--- src/rtl/nd_pkg.sv ---
package nd_pkg;

  typedef enum logic [2:0] {
    ST_IDLE, ST_CLEAR, ST_WR1, ST_READ, ST_DRAIN, ST_DONE, ST_FAIL
  } state_e;

  // visiting order of the five cells; slot 0 is the target
  localparam logic [2:0] SLOT_TGT  = 3'd0;
  localparam logic [2:0] SLOT_CINC = 3'd1;
  localparam logic [2:0] SLOT_CDEC = 3'd2;
  localparam logic [2:0] SLOT_RINC = 3'd3;
  localparam logic [2:0] SLOT_RDEC = 3'd4;
  localparam logic [2:0] SLOT_LAST = SLOT_RDEC;

  // Fibonacci feedback masks (bit i = tap i+1) for maximal-length sequences
  function automatic logic [31:0] lfsr_mask(input int unsigned w);
    case (w)
      4:       return 32'h0000_000C;
      5:       return 32'h0000_0014;
      6:       return 32'h0000_0030;
      7:       return 32'h0000_0060;
      8:       return 32'h0000_00B8;
      9:       return 32'h0000_0110;
      10:      return 32'h0000_0240;
      11:      return 32'h0000_0500;
      12:      return 32'h0000_0829;
      13:      return 32'h0000_100D;
      14:      return 32'h0000_2015;
      15:      return 32'h0000_6000;
      16:      return 32'h0000_D008;
      default: return 32'h0000_0829;
    endcase
  endfunction

endpackage

--- src/rtl/nd_lfsr.sv ---
module nd_lfsr #(
  parameter int unsigned W = 12
) (
  input  logic         clk_i,
  input  logic         rst_ni,
  input  logic         load_i,
  input  logic [W-1:0] seed_i,
  input  logic         step_i,
  output logic [W-1:0] state_o
);
  import nd_pkg::*;

  localparam logic [31:0]  MASK_ALL = lfsr_mask(W);
  localparam logic [W-1:0] MASK     = MASK_ALL[W-1:0];
  localparam logic [W-1:0] ONE      = W'(1);

  logic [W-1:0] state_q;
  logic         fb;

  assign fb = ^(state_q & MASK);

  always_ff @(posedge clk_i or negedge rst_ni) begin
    if (!rst_ni)      state_q <= ONE;
    else if (load_i)  state_q <= (seed_i == '0) ? ONE : seed_i;
    else if (step_i)  state_q <= {state_q[W-2:0], fb};
  end

  assign state_o = state_q;
endmodule

--- src/rtl/nd_addr_gen.sv ---
module nd_addr_gen #(
  parameter int unsigned ROW_W = 6,
  parameter int unsigned COL_W = 6
) (
  input  logic [ROW_W-1:0] tgt_row_i,
  input  logic [COL_W-1:0] tgt_col_i,
  input  logic [2:0]       slot_i,
  output logic [ROW_W-1:0] row_o,
  output logic [COL_W-1:0] col_o,
  output logic             valid_o
);
  import nd_pkg::*;

  localparam logic [ROW_W-1:0] ROW_MAX = '1;
  localparam logic [COL_W-1:0] COL_MAX = '1;
  localparam logic [ROW_W-1:0] ROW_ONE = ROW_W'(1);
  localparam logic [COL_W-1:0] COL_ONE = COL_W'(1);

  always_comb begin
    row_o   = tgt_row_i;
    col_o   = tgt_col_i;
    valid_o = 1'b1;
    unique case (slot_i)
      SLOT_TGT: ;
      SLOT_CINC: begin
        col_o   = tgt_col_i + COL_ONE;
        valid_o = (tgt_col_i != COL_MAX);
      end
      SLOT_CDEC: begin
        col_o   = tgt_col_i - COL_ONE;
        valid_o = (tgt_col_i != '0);
      end
      SLOT_RINC: begin
        row_o   = tgt_row_i + ROW_ONE;
        valid_o = (tgt_row_i != ROW_MAX);
      end
      SLOT_RDEC: begin
        row_o   = tgt_row_i - ROW_ONE;
        valid_o = (tgt_row_i != '0);
      end
      default: valid_o = 1'b0;
    endcase
  end
endmodule

--- src/rtl/nd_cmp.sv ---
module nd_cmp #(
  parameter int unsigned ROW_W = 6,
  parameter int unsigned COL_W = 6
) (
  input  logic             clk_i,
  input  logic             rst_ni,
  input  logic             clear_i,
  input  logic             issue_i,
  input  logic [ROW_W-1:0] row_i,
  input  logic [COL_W-1:0] col_i,
  input  logic             exp_i,
  input  logic             rdata_i,
  output logic             mismatch_o,
  output logic [ROW_W-1:0] err_row_o,
  output logic [COL_W-1:0] err_col_o,
  output logic             err_exp_o,
  output logic             err_got_o
);
  logic             pend_v_q;
  logic [ROW_W-1:0] pend_row_q;
  logic [COL_W-1:0] pend_col_q;
  logic             pend_exp_q;

  assign mismatch_o = pend_v_q && (rdata_i != pend_exp_q);

  always_ff @(posedge clk_i or negedge rst_ni) begin
    if (!rst_ni) begin
      pend_v_q   <= 1'b0;
      pend_row_q <= '0;
      pend_col_q <= '0;
      pend_exp_q <= 1'b0;
    end else if (clear_i) begin
      pend_v_q <= 1'b0;
    end else begin
      pend_v_q <= issue_i;
      if (issue_i) begin
        pend_row_q <= row_i;
        pend_col_q <= col_i;
        pend_exp_q <= exp_i;
      end
    end
  end

  // capture the sampled bit; the cell is never read again for the report
  always_ff @(posedge clk_i or negedge rst_ni) begin
    if (!rst_ni) begin
      err_row_o <= '0;
      err_col_o <= '0;
      err_exp_o <= 1'b0;
      err_got_o <= 1'b0;
    end else if (clear_i) begin
      err_row_o <= '0;
      err_col_o <= '0;
      err_exp_o <= 1'b0;
      err_got_o <= 1'b0;
    end else if (mismatch_o) begin
      err_row_o <= pend_row_q;
      err_col_o <= pend_col_q;
      err_exp_o <= pend_exp_q;
      err_got_o <= rdata_i;
    end
  end
endmodule

--- src/rtl/nd_seq.sv ---
module nd_seq #(
  parameter int unsigned TGT_W  = 20,
  parameter int unsigned REPEAT = 100
) (
  input  logic             clk_i,
  input  logic             rst_ni,
  input  logic             start_i,
  input  logic [TGT_W-1:0] num_targets_i,
  input  logic             slot_valid_i,
  input  logic             mismatch_i,
  output logic [2:0]       slot_o,
  output logic             acc_req_o,
  output logic             acc_we_o,
  output logic             acc_wdata_o,
  output logic             issue_o,
  output logic             start_ok_o,
  output logic             lfsr_step_o,
  output logic             busy_o,
  output logic             done_o,
  output logic             fail_o
);
  import nd_pkg::*;

  localparam int unsigned    REP_W    = $clog2(REPEAT + 1);
  localparam logic [REP_W-1:0] REP_LAST = REP_W'(REPEAT - 1);
  localparam logic [TGT_W-1:0] TGT_ONE  = TGT_W'(1);

  state_e           state_q, state_d;
  logic [2:0]       slot_q, slot_d;
  logic [REP_W-1:0] rep_q, rep_d;
  logic [TGT_W-1:0] left_q, left_d;
  logic             idle;

  assign idle = (state_q == ST_IDLE) || (state_q == ST_DONE) || (state_q == ST_FAIL);

  always_comb begin
    state_d     = state_q;
    slot_d      = slot_q;
    rep_d       = rep_q;
    left_d      = left_q;
    acc_req_o   = 1'b0;
    acc_we_o    = 1'b0;
    acc_wdata_o = 1'b0;
    issue_o     = 1'b0;
    start_ok_o  = 1'b0;
    lfsr_step_o = 1'b0;
    unique case (state_q)
      ST_IDLE, ST_DONE, ST_FAIL: begin
        if (start_i) begin
          start_ok_o = 1'b1;
          left_d     = num_targets_i;
          slot_d     = SLOT_TGT;
          rep_d      = '0;
          state_d    = (num_targets_i == '0) ? ST_DONE : ST_CLEAR;
        end
      end
      ST_CLEAR: begin
        acc_req_o = slot_valid_i;
        acc_we_o  = 1'b1;
        if (slot_q == SLOT_LAST) begin
          slot_d  = SLOT_TGT;
          state_d = ST_WR1;
        end else begin
          slot_d = slot_q + 3'd1;
        end
      end
      ST_WR1: begin
        acc_req_o   = 1'b1;
        acc_we_o    = 1'b1;
        acc_wdata_o = 1'b1;
        state_d     = ST_READ;
      end
      ST_READ: begin
        acc_req_o = slot_valid_i;
        issue_o   = slot_valid_i;
        if (slot_q == SLOT_LAST) begin
          slot_d = SLOT_TGT;
          if (rep_q == REP_LAST) begin
            rep_d = '0;
            if (left_q == TGT_ONE) begin
              state_d = ST_DRAIN;
            end else begin
              left_d      = left_q - TGT_ONE;
              lfsr_step_o = 1'b1;
              state_d     = ST_CLEAR;
            end
          end else begin
            rep_d   = rep_q + REP_W'(1);
            state_d = ST_WR1;
          end
        end else begin
          slot_d = slot_q + 3'd1;
        end
      end
      ST_DRAIN: state_d = ST_DONE;
      default:  state_d = ST_IDLE;
    endcase
    // a mismatch freezes everything in the cycle it is seen
    if (mismatch_i) begin
      acc_req_o   = 1'b0;
      issue_o     = 1'b0;
      lfsr_step_o = 1'b0;
      state_d     = ST_FAIL;
    end
  end

  always_ff @(posedge clk_i or negedge rst_ni) begin
    if (!rst_ni) begin
      state_q <= ST_IDLE;
      slot_q  <= SLOT_TGT;
      rep_q   <= '0;
      left_q  <= '0;
    end else begin
      state_q <= state_d;
      slot_q  <= slot_d;
      rep_q   <= rep_d;
      left_q  <= left_d;
    end
  end

  assign slot_o = slot_q;
  assign busy_o = !idle;
  assign done_o = (state_q == ST_DONE);
  assign fail_o = (state_q == ST_FAIL);
endmodule

--- src/rtl/nd_bist_top.sv ---
module nd_bist_top #(
  parameter int unsigned ROW_W  = 6,
  parameter int unsigned COL_W  = 6,
  parameter int unsigned TGT_W  = 20,
  parameter int unsigned REPEAT = 100
) (
  input  logic                   clk_i,
  input  logic                   rst_ni,
  input  logic                   start_i,
  input  logic [ROW_W+COL_W-1:0] seed_i,
  input  logic [TGT_W-1:0]       num_targets_i,
  output logic                   busy_o,
  output logic                   done_o,
  output logic                   fail_o,
  output logic [ROW_W-1:0]       err_row_o,
  output logic [COL_W-1:0]       err_col_o,
  output logic                   err_exp_o,
  output logic                   err_got_o,
  output logic                   mem_req_o,
  output logic                   mem_we_o,
  output logic [ROW_W-1:0]       mem_row_o,
  output logic [COL_W-1:0]       mem_col_o,
  output logic                   mem_wdata_o,
  input  logic                   mem_rdata_i
);
  import nd_pkg::*;

  localparam int unsigned AW = ROW_W + COL_W;

  logic [AW-1:0]    tgt;
  logic [2:0]       slot;
  logic             slot_valid, mismatch, issue, start_ok, lfsr_step;
  logic [ROW_W-1:0] cell_row;
  logic [COL_W-1:0] cell_col;

  nd_lfsr #(.W(AW)) i_lfsr (
    .clk_i   (clk_i),
    .rst_ni  (rst_ni),
    .load_i  (start_ok),
    .seed_i  (seed_i),
    .step_i  (lfsr_step),
    .state_o (tgt)
  );

  nd_addr_gen #(.ROW_W(ROW_W), .COL_W(COL_W)) i_addr_gen (
    .tgt_row_i (tgt[AW-1:COL_W]),
    .tgt_col_i (tgt[COL_W-1:0]),
    .slot_i    (slot),
    .row_o     (cell_row),
    .col_o     (cell_col),
    .valid_o   (slot_valid)
  );

  nd_seq #(.TGT_W(TGT_W), .REPEAT(REPEAT)) i_seq (
    .clk_i         (clk_i),
    .rst_ni        (rst_ni),
    .start_i       (start_i),
    .num_targets_i (num_targets_i),
    .slot_valid_i  (slot_valid),
    .mismatch_i    (mismatch),
    .slot_o        (slot),
    .acc_req_o     (mem_req_o),
    .acc_we_o      (mem_we_o),
    .acc_wdata_o   (mem_wdata_o),
    .issue_o       (issue),
    .start_ok_o    (start_ok),
    .lfsr_step_o   (lfsr_step),
    .busy_o        (busy_o),
    .done_o        (done_o),
    .fail_o        (fail_o)
  );

  nd_cmp #(.ROW_W(ROW_W), .COL_W(COL_W)) i_cmp (
    .clk_i      (clk_i),
    .rst_ni     (rst_ni),
    .clear_i    (start_ok),
    .issue_i    (issue),
    .row_i      (cell_row),
    .col_i      (cell_col),
    .exp_i      (slot == SLOT_TGT),
    .rdata_i    (mem_rdata_i),
    .mismatch_o (mismatch),
    .err_row_o  (err_row_o),
    .err_col_o  (err_col_o),
    .err_exp_o  (err_exp_o),
    .err_got_o  (err_got_o)
  );

  assign mem_row_o = cell_row;
  assign mem_col_o = cell_col;
endmodule

--- config.mk ---
export PLATFORM = sky130hd
export DESIGN_NAME = nd_bist_top
export DESIGN_NICKNAME = d
export VERILOG_FILES = /design/src/rtl/nd_pkg.sv /design/src/rtl/nd_lfsr.sv /design/src/rtl/nd_addr_gen.sv /design/src/rtl/nd_cmp.sv /design/src/rtl/nd_seq.sv /design/src/rtl/nd_bist_top.sv
export SDC_FILE = /design/constraint.sdc
export NUM_CORES = 1
export LEC_CHECK = 0
export CAP_MARGIN = 20
export CORE_ASPECT_RATIO = 1.2
export CORE_MARGIN = 2
export CORE_UTILIZATION = 50
export CTS_BUF_LIST = sky130_fd_sc_hd__clkbuf_8
export DETAILED_ROUTE_END_ITERATION = 16
export DONT_BUFFER_PORTS = 1
export PLACE_DENSITY = 0.65
export SLEW_MARGIN = 20
export SYNTH_ARGS = -nofsm -noshare
export SYNTH_HDL_FRONTEND = slang
export SYNTH_SLANG_ARGS = --single-unit
--- constraint.sdc ---
create_clock -name clk_i -period 2.63 [get_ports clk_i]
set_input_delay 0.1315 -clock clk_i [delete_from_list [all_inputs] [get_ports clk_i]]
set_output_delay 0.1315 -clock clk_i [all_outputs]
set_load 0.01 [all_outputs]
==> results of run 1 <==
-- how the worst max path moves through the flow --
stage | from | end | slack [ns] | cells after the start
after floorplan | i_seq.slot_o[0] | i_cmp.pend_col_q[5] | -0.02 | 10
after global placement | i_seq.slot_o[0] | i_cmp.pend_col_q[5] | 0.06 | 10
after detailed placement | i_seq.slot_o[0] | i_cmp.pend_col_q[5] | -0.03 | 10
after CTS | i_seq.slot_o[0] | mem_col_o[5] | -0.14 | 10
after global routing | i_seq.slot_o[1] | mem_col_o[5] | -0.27 | 10
final | i_seq.slot_o[1] | mem_col_o[5] | -0.19 | 10
-- sequential cells by signal (all words and copies together) (netlist names) --
name and cells:
i_cmp.err_exp_o 1, i_seq.slot_o 3, i_cmp.pend_col_q 6, i_cmp.pend_v_q 1, i_lfsr.state_o 12, i_cmp.err_col_o 6
i_cmp.pend_exp_q 1, i_seq.rep_q 7, i_cmp.err_row_o 6, i_seq.state_q 3, i_cmp.pend_row_q 6, i_seq.left_q 20
i_cmp.err_got_o 1
-- power by group --
part	total (mW)	switching, mW	internal, mW
Sequential	2.28	0.639	1.65
Clock	0.965	0.440	0.525
Combinational	4.34	2.33	2.01
Total	7.59	3.41	4.18
-- worst reg2reg max path, stage by stage (launching register included) --
cell	delay (ns)
dfrtp_1	0.38
buf_4	0.14
ha_4	0.16
nand2b_4	0.09
inv_6	0.06
ha_4	0.20
a21o_1	0.19
a221o_1	0.37
o41a_1	0.32
a211o_1	0.29
mux2_2	0.27
-- stage by stage --
step / std cells / setup slack [ns] / cell area [um2] / hold slack, ns
floorplan: 527 / -0.0181 / 4760 / -0.164
global placement: 654 / 0.0580 / 5040 / -0.163
detailed placement: 654 / -0.0316 / 5040 / -0.162
CTS: 700 / -0.142 / 5660 / 0.00456
global route: 707 / -0.271 / 5750 / 0.0157
finish: 707 / -0.193 / 5750 / 0.00620
-- kinds of logic (layout without fill, tap and decap cells) --
logic type               Yosys count  in the layout  share of synthesized area, %
AND/OR/NAND/NOR                  198            198                          21.7
AO/OA/AOI/OAI                    149            149                          21.1
flip-flops                        73             73                          38.8
buffers and inverters             48            107                          4.19
multiplexers                      28             28                          6.58
adder cells (fa/ha/maj)           19             19                          5.36
XOR/XNOR                          12             12                          2.23
other                              0              1                             0
-- synthesized netlist by cell type, drive strengths merged (4+ instances only) --
cell type | instances | area [um2]
dfrtp | 72 | 1800
nand2 | 57 | 216
o21ai | 36 | 184
a21oi | 35 | 179
nor2 | 35 | 139
mux2 | 24 | 270
inv | 23 | 86.3
nand3 | 19 | 100
ha | 17 | 213
nor3 | 15 | 75.1
nor4 | 15 | 109
clkbuf | 13 | 50.0
o31ai | 12 | 90.1
buf | 11 | 57.6
nand4 | 10 | 62.6
and3 | 8 | 50.1
nand2b | 8 | 50.1
nor2b | 8 | 50.1
xor2 | 8 | 70.1
a31oi | 7 | 43.8
o2bb2ai | 7 | 61.3
a32oi | 6 | 52.6
a221o | 5 | 50.1
a22oi | 5 | 37.5
o22ai | 5 | 31.3
or3 | 5 | 31.3
a21o | 4 | 30.0
mux2i | 4 | 40.0
o211ai | 4 | 35.0
xnor2 | 4 | 35.0
-- routing by layer --
| metal | GRT usage, % | vias up | routed length, um |
|---|---|---|---|
| li1 | - | 2076 | - |
| met1 | 31.7 | 2104 | 5270 |
| met2 | 47.8 | 141 | 6900 |
| met3 | 5.17 | 28 | 845 |
| met4 | 12.7 | 0 | 308 |
| met5 | 0 | - | 0 |
-- final cells by class --
cell class	instances	area [um2]
fill	756	3380
multi-input combinational	406	2860
sequential	73	1830
timing repair buffer	68	596
tap	120	150
clock buffer	9	124
inverter	24	103
clock inverter	6	85.1
antenna	1	2.50
-- repair_timing --
action / CTS / global route
pin swaps: 6 / 8
endpoints found under the hold margin: 97 / 0
resized for setup: 19 / 7
hold buffers: 24 / 0
buffers inserted: 7 / 6
endpoints found under the setup margin: 6 / 8
==> run summary, run 1 <==
slew margin rel. = 35.6%
num rows = 38
CTS tree = done
Reg-to-Reg Start = i_seq.slot_o[1]
RSZ-0062 raised after global routing = true
die width = 92.6 um
Max stage delay on crit path = 0.38 ns
total grt overflow = 0
initial antenna violation count = 1
number of max-cap violations = 0
Power, Total = 7.59 mW
Via Count = 4349
Die Ht = 110 um
Final HPWL DP = 9190 um
clock sink count = 73
cell area after synthesis = 0.00471 mm2
final core occ = 63.0%
Die ar. = 0.0102 mm2
pin count of the biggest net entering global routing = 74
Post-layout nets = 637
final setup skew = 0.0107 ns
fin crit share = 107%
H-tree Lvls = 3
Initial Utilization = 51.6%
outcome = finished, violations left
reg-to-reg endpoint = i_cmp.pend_col_q[5]
setup violators final = 2
WP buf/inv = 3
I/O pins = 68
GP Congestion = 0.951
Post-synth EDFFs = 0
VDD IR-drop max = 0.000452 V
placeable core region = 0.00913 mm2
Hold Path Depth = 2
worst skew pair latency = 0.37 ns
setup TNS = -0.276 ns
Leakage Power = 2.40 nW
fin. max-slew vios = 0
Top cell by count, worst path = ha_4
ratio of routed vias to standard cells = 6.15
r2r setup slk = 0.06 ns
Post-Route WL = 13300 um
wire per inst = 18.9 um
Crit path required time = 2.50 ns
PD cells = 1320 mW/mm2
Max Root-Sink Buffers = 2
Hold Startpoint = seed_i[1]
slowest stage cell, crit path = dfrtp_1
DRT Pass-1 Iters = 5
Worst Reg2Reg Path Length in Cells = 10
Synth Net Count = 582
mean post-synth cell area = 8.94 um2
register area share after synthesis = 38.8%
ratio of cells with drive above 1 in the final layout = 20.0%
crit path capture type = output port
Yosys warnings = 0
Hold WC Path Type = in2reg
worst-path cell chain = buf_4, ha_4, nand2b_4, inv_6, ha_4, a21o_1, a221o_1, o41a_1, a211o_1, buf_6
first-pass GRT wire length = 21300 um
Slew @ Worst Pin = 0.959 ns
most used flip-flop cell after synthesis = dfrtp_1
critical path type = reg2out
Async SR Flop Fraction = 100%
Max Freq = 0.354 GHz
failing checks = negative setup slack
Mapped Cells = 527
GRT Resource Usage Total = 27.0%
Yosys reg bits = 73
Hold Vio Cnt, Final = 0
Area Growth Syn to Fin = 21.9%
CP arrival = 2.69 ns
most common cell after layout, fill and taps aside = dfrtp_1
Startpoint Class = flop
IO Port Bufs = 0
TritonCTS buffer count = 9
Reg clk slew, reported paths = 0.08 ns
clock tree root driver cell = clkbuf_8
DRC Markers = 0
end of the worst hold path = i_lfsr.state_o[1]
Post-DRT Antenna Nets = 0
final worst setup slack = -0.193 ns
most frequent cells in the layout = 72 x dfrtp_1, 55 x nand2_1, 42 x buf_4
Tmin final = 2.82 ns
CP Max Fanout = 4
Netlist cell types = 72
crit-path leading delay family = compound AO/OA/AOI/OAI gates
Iteration-0 DRC Markers = 184
vias in the first global route = 4287
Power figures use the tool's default switching activity.
==> inputs of run 2 (changes only) <==
--- a/config.mk
+++ b/config.mk
@@ -12,7 +12,7 @@
 export CTS_BUF_LIST = sky130_fd_sc_hd__clkbuf_8
 export DETAILED_ROUTE_END_ITERATION = 16
 export DONT_BUFFER_PORTS = 1
-export PLACE_DENSITY = 0.65
+export PLACE_DENSITY = 0.68
 export SLEW_MARGIN = 20
 export SYNTH_ARGS = -nofsm -noshare
 export SYNTH_HDL_FRONTEND = slang
==> run 2 against run 1 <==
  * The run still ends with negative setup slack left
  * Via count increased by 0.14%
  * Worst setup slack improved by 0.030 ns
  * Power fell by 1.3%
  * First-iteration DRC count is 8.7% higher
  * Clock power shrank 9.2%
  * Sequential share of layout area is 0.39 points higher
  * Design area shrank 1.2%
  * Critical path depth is 2 higher
  * Combinational power is 0.9% lower
  * Global-route usage is 0.98 points lower
  * Critical path type unchanged
  * Critical endpoint is now mem_row_o[5]
  * Largest power group unchanged
==> run summary, run 2 (same netlist as run 1, synthesis figures left out) <==
outcome = finished, violations left
failing checks = negative setup slack
IO Port Bufs = 0 (unchanged)
area of the multi-input gates = 0.00286 mm2 (about the same)
final setup skew = 0.0111 ns (+0.000397 ns)
Startpoint Class = flop
fin crit share = 106% (-1.1 points)
Most flops, register = i_seq.left_q
num rows = 38 (unchanged)
fin. max-slew vios = 0 (unchanged)
Post-layout nets = 632 (-0.78%)
most common cell after layout, fill and taps aside = dfrtp_1
max reg flops = 20 (unchanged)
worst skew pair latency = 0.37 ns (about the same)
Slew @ Worst Pin = 0.957 ns (-0.00231 ns)
Post-DRT Antenna Nets = 0 (unchanged)
placeable core region = 0.00913 mm2 (unchanged)
worst hold slack = 0.00592 ns (-0.000277 ns)
Reg clk slew, reported paths = 0.07 ns (about the same)
most frequent cells in the layout = 72 x dfrtp_1, 55 x nand2_1, 40 x buf_4
Max Freq = 0.358 GHz (+1.1%)
CTS tree = done
Hold Vio Cnt, Final = 0 (unchanged)
Area Growth Syn to Fin = 20.5%
clock sink count = 73 (unchanged)
Die Ht = 110 um (unchanged)
Post-Route WL = 12900 um (-3.0%)
Via Count = 4355 (+0.14%)
register area = 0.00183 mm2 (unchanged)
number of fill cells = 775 (+2.5%)
Max Root-Sink Buffers = 2 (unchanged)
wire per inst = 18.4 um (-2.3%)
GRT Resource Usage Total = 26.0% (-0.98 points)
ratio of cells with drive above 1 in the final layout = 19.8% (-0.21 points)
H-tree Lvls = 3 (unchanged)
post-place setup slack = -0.0246 ns (+0.00701 ns)
die width = 92.6 um (unchanged)
initial antenna violation count = 0 (-1)
PD cells = 1320 mW/mm2 (about the same)
DRC Markers = 0 (unchanged)
Leakage Power = 2.37 nW (-1.2%)
Iteration-0 DRC Markers = 200 (+8.7%)
ratio of routed vias to standard cells = 6.20 (+0.85%)
critical path type = reg2out
VDD IR-drop max = 0.000529 V (+17%)
antenna cells = 0 (-1)
first-pass GRT wire length = 20800 um (-2.6%)
Tmin final = 2.79 ns (-0.0298 ns)
CP Max Fanout = 3 (-1)
Die ar. = 0.0102 mm2 (unchanged)
Power, Total = 7.49 mW (-1.3%)
Crit path required time = 2.50 ns (about the same)
total grt overflow = 0 (unchanged)
TritonCTS buffer count = 9 (unchanged)
CP arrival = 2.66 ns (-0.03 ns)
RSZ-0062 raised after global routing = true
DRT Pass-1 Iters = 5 (unchanged)
GP Congestion = 0.915 (-3.8%)
vias in the first global route = 4226 (-1.4%)
final worst setup slack = -0.163 ns (+0.0298 ns)
number of max-cap violations = 0 (unchanged)
clock tree root driver cell = clkbuf_8
Final HPWL DP = 8910 um (-3.1%)
I/O pins = 68 (unchanged)
pin count of the biggest net entering global routing = 74 (unchanged)
Initial Utilization = 51.6% (unchanged)
crit path capture type = output port
slew margin rel. = 36.2% (+0.55 points)
setup violators final = 3 (+1)
Hold WC Path Type = in2reg
[run 2: changes by cell type in the layout (fill, tap and decap cells not counted), sizes merged]
cell         previous run  this run
clkinv                  3         4
bufinv                  2         1
diode                   1         0
inv                    24        25
buf                    45        42
dlygate4sd3            23        21
[run 2: worst paths after layout]
kind	to	from	slack, ns	cells past startpoint
setup / recovery	mem_row_o[5]	i_seq.slot_o[1]	-0.16	12
hold / removal	i_seq.state_q[2]	start_i	0.006	2
setup reg to reg	i_seq.left_q[1]	i_seq.slot_o[1]	0.09	10
hold reg to reg	i_cmp.pend_row_q[3]	i_cmp.pend_row_q[3]	0.51	1
max in group asynchronous	i_cmp.err_col_o[2]	rst_ni	2.00	2
min in group asynchronous	i_cmp.err_col_o[0]	rst_ni	0.29	2
[run 2: what timing repair did]
| item | in CTS | in global routing |
|---|---|---|
| resized for setup | 21 | 6 |
| setup endpoints to repair | 5 | 6 |
| hold endpoints to repair | 93 | 1 |
| hold buffers | 21 | 1 |
| setup buffers | 8 | 3 |
| pin swaps | 10 | 8 |
[run 2: final cells by class]
cell class	count	share of cell area [%]
clock buffer	9	2.18
clock inverter	7	1.12
tap	120	2.64
timing repair buffer	63	9.67
inverter	24	1.81
sequential	73	32.2
multi-input combinational	406	50.4
[run 2: through the flow]
stage / TNS, ns / cell area [um2] / utilization [%] / cells
after floorplan: -0.0181 / 4760 / - / 527
after global placement: 0 / 5030 / 55.1 / 653
after detailed placement: -0.0246 / 5030 / 55.1 / 653
after CTS: -0.365 / 5610 / 61.5 / 698
after global routing: -0.685 / 5680 / 62.2 / 702
final: -0.327 / 5680 / 62.2 / 702
[run 2: worst max-delay path: stages, from the launching register on]
cell and delay, ns:
dfrtp_1 0.41, buf_4 0.14, inv_4 0.03, ha_4 0.16, nand2_4 0.07, clkinv_4 0.07
buf_4 0.16, ha_4 0.22, o21a_1 0.13, a2111oi_2 0.37, nand3b_1 0.21, xor2_2 0.19
buf_4 0.15
[run 2: routing by layer]
metal,vias up,routed length [um],GRT usage [%]
li1,2056,-,-
met1,2127,5180,30.5
met2,147,6670,47.0
met3,25,735,5.23
met4,0,335,10.1
met5,-,0,0
[run 2: where the power goes]
| group | internal [mW] | switching [mW] | total (mW) |
|---|---|---|---|
| Clock | 0.430 | 0.447 | 0.876 |
| Combinational | 2.00 | 2.31 | 4.30 |
| Sequential | 1.65 | 0.671 | 2.32 |
==> inputs of run 3 (changes only) <==
--- a/config.mk
+++ b/config.mk
@@ -13,6 +13,7 @@
 export DETAILED_ROUTE_END_ITERATION = 16
 export DONT_BUFFER_PORTS = 1
 export PLACE_DENSITY = 0.68
+export SKIP_CTS_REPAIR_TIMING = 1
 export SLEW_MARGIN = 20
 export SYNTH_ARGS = -nofsm -noshare
 export SYNTH_HDL_FRONTEND = slang
==> run 3 against run 2 <==
  * The flow finishes with violations (negative hold slack, negative setup slack)
  * Die area is the same
  * Utilization down 1.7 points
  * Clock skew up 0.0026 ns
  * Worst setup slack got worse by 0.033 ns
  * Fmax shrank 1.2%
  * First-iteration DRC count rose by 17%
  * Global-route usage decreased by 1.1 points
  * Cell count is 1.6% lower
  * Largest cell class unchanged
  * Design area decreased by 2.8%
  * Clock power is 0.6% lower
  * Hold slack worse by 0.038 ns
  * Critical path depth is 2 lower
==> run summary, run 3 (same netlist as run 1, synthesis figures left out) <==
outcome = finished, violations left
failing checks = negative hold slack, negative setup slack
H-tree Lvls = 3 (unchanged)
reg-to-reg endpoint = i_cmp.pend_col_q[5]
critical path type = reg2out
number of max-cap violations = 0 (unchanged)
Hold Startpoint = num_targets_i[12]
Tmin final = 2.83 ns (+0.0328 ns)
setup violators final = 3 (unchanged)
Reg clk slew, reported paths = 0.08 ns (about the same)
Reg-to-Reg Start = i_seq.slot_o[0]
Most flops, register = i_seq.left_q
Initial Utilization = 51.6% (unchanged)
slew margin rel. = 37.5% (+1.4 points)
placeable core region = 0.00913 mm2 (unchanged)
Hold WC Path Type = in2reg
final core occ = 60.5% (-1.7 points)
clock tree root driver cell = clkbuf_8
crit path capture type = output port
Die ar. = 0.0102 mm2 (unchanged)
RSZ-0062 raised after global routing = true
Via Count = 4345 (-0.23%)
Post-Route WL = 12700 um (-1.7%)
pin count of the biggest net entering global routing = 74 (unchanged)
CP arrival = 2.69 ns (+0.03 ns)
IO Port Bufs = 0 (unchanged)
CTS tree = done
Crit path required time = 2.50 ns (about the same)
ratio of cells with drive above 1 in the final layout = 18.2% (-1.5 points)
die width = 92.6 um (unchanged)
end of the worst hold path = i_seq.left_q[12]
Area Growth Syn to Fin = 17.1%
GP Congestion = 0.915 (unchanged)
initial antenna violation count = 0 (unchanged)
DRC Markers = 0 (unchanged)
DRT Pass-1 Iters = 5 (unchanged)
Worst Reg2Reg Path Length in Cells = 10 (unchanged)
Iteration-0 DRC Markers = 233 (+17%)
Post-layout nets = 621 (-1.7%)
num rows = 38 (unchanged)
first-pass GRT wire length = 19800 um (-4.4%)
worst hold slack = -0.0325 ns (-0.0385 ns)
Hold Vio Cnt, Final = 4 (+4)
most common cell after layout, fill and taps aside = dfrtp_1
max reg flops = 20 (unchanged)
Hold Path Depth = 2 (unchanged)
Startpoint Class = flop
PD cells = 1320 mW/mm2 (+0.27%)
Slew @ Worst Pin = 0.937 ns (-0.0203 ns)
Final HPWL DP = 8910 um (unchanged)
Max Root-Sink Buffers = 2 (unchanged)
clock sink count = 73 (unchanged)
I/O pins = 68 (unchanged)
ratio of routed vias to standard cells = 6.29 (+1.4%)
vias in the first global route = 4018 (-4.9%)
GRT Resource Usage Total = 24.8% (-1.1 points)
r2r setup slk = 0.06 ns (-0.03 ns)
fin. max-slew vios = 0 (unchanged)
Max Freq = 0.354 GHz (-1.2%)
fin crit share = 107% (+1.2 points)
most frequent cells in the layout = 72 x dfrtp_1, 55 x nand2_1, 34 x buf_4
CP Max Fanout = 4 (+1)
wire per inst = 18.4 um (-0.13%)
final worst setup slack = -0.196 ns (-0.0328 ns)
worst skew pair latency = 0.37 ns (about the same)
final setup skew = 0.0137 ns (+0.00259 ns)
antenna cells = 0 (unchanged)
total grt overflow = 0 (unchanged)
Post-DRT Antenna Nets = 0 (unchanged)
Die Ht = 110 um (unchanged)
Leakage Power = 2.32 nW (-2.4%)
TritonCTS buffer count = 9 (unchanged)
VDD IR-drop max = 0.000534 V (+0.82%)
-- run 3: worst max-delay path by stage --
stage | slack [ns] | end | startpoint
6_report | -0.20 | mem_col_o[5] | i_seq.slot_o[0]
5_1_grt | -0.26 | mem_col_o[5] | i_seq.slot_o[0]
4_1_cts | -0.31 | mem_col_o[5] | i_seq.slot_o[0]
3_5_place_dp | -0.02 | i_cmp.pend_col_q[5] | i_seq.slot_o[0]
3_3_place_gp | 0.05 | i_cmp.pend_col_q[5] | i_seq.slot_o[0]
2_1_floorplan | -0.02 | i_cmp.pend_col_q[5] | i_seq.slot_o[0]
-- run 3: cell type report --
class	instances	area, um2
tap	120	150
inverter	24	97.6
sequential	73	1830
fill	789	3610
clock inverter	7	63.8
timing repair buffer	52	454
multi-input combinational	406	2800
clock buffer	9	124
-- run 3: power breakdown --
| group | internal, mW | switching, mW |
|---|---|---|
| combinational | 1.88 | 2.25 |
| clock | 0.430 | 0.442 |
| sequential | 1.65 | 0.658 |
-- run 3: worst max-delay path: stages, from the launching register on --
cell      delay [ns]
dfrtp_1         0.39
inv_2           0.09
ha_4            0.15
nand2b_4        0.07
inv_6           0.09
ha_4            0.21
and3_4          0.17
a221o_1         0.37
o41a_1          0.32
a211o_1         0.33
buf_6           0.13
-- run 3: metal layers --
| layer | global-route usage, % | vias to the layer above | routed length [um] |
|---|---|---|---|
| met5 | 0 | - | 0 |
| met4 | 10.2 | 0 | 231 |
| met1 | 29.5 | 2143 | 5010 |
| li1 | - | 2035 | - |
| met2 | 43.7 | 152 | 6670 |
| met3 | 5.64 | 15 | 793 |
-- run 3: through the flow --
stage,worst slack (ns),TNS [ns],instances,instance area (um2),power [mW]
floorplan,-0.0181,-0.0181,527,4760,4.98
global placement,0.0493,0,653,5030,6.02
detailed placement,-0.0246,-0.0246,653,5030,6.14
CTS,-0.313,-0.845,669,5220,7.02
global route,-0.264,-0.706,691,5520,7.90
finish,-0.196,-0.332,691,5520,7.30
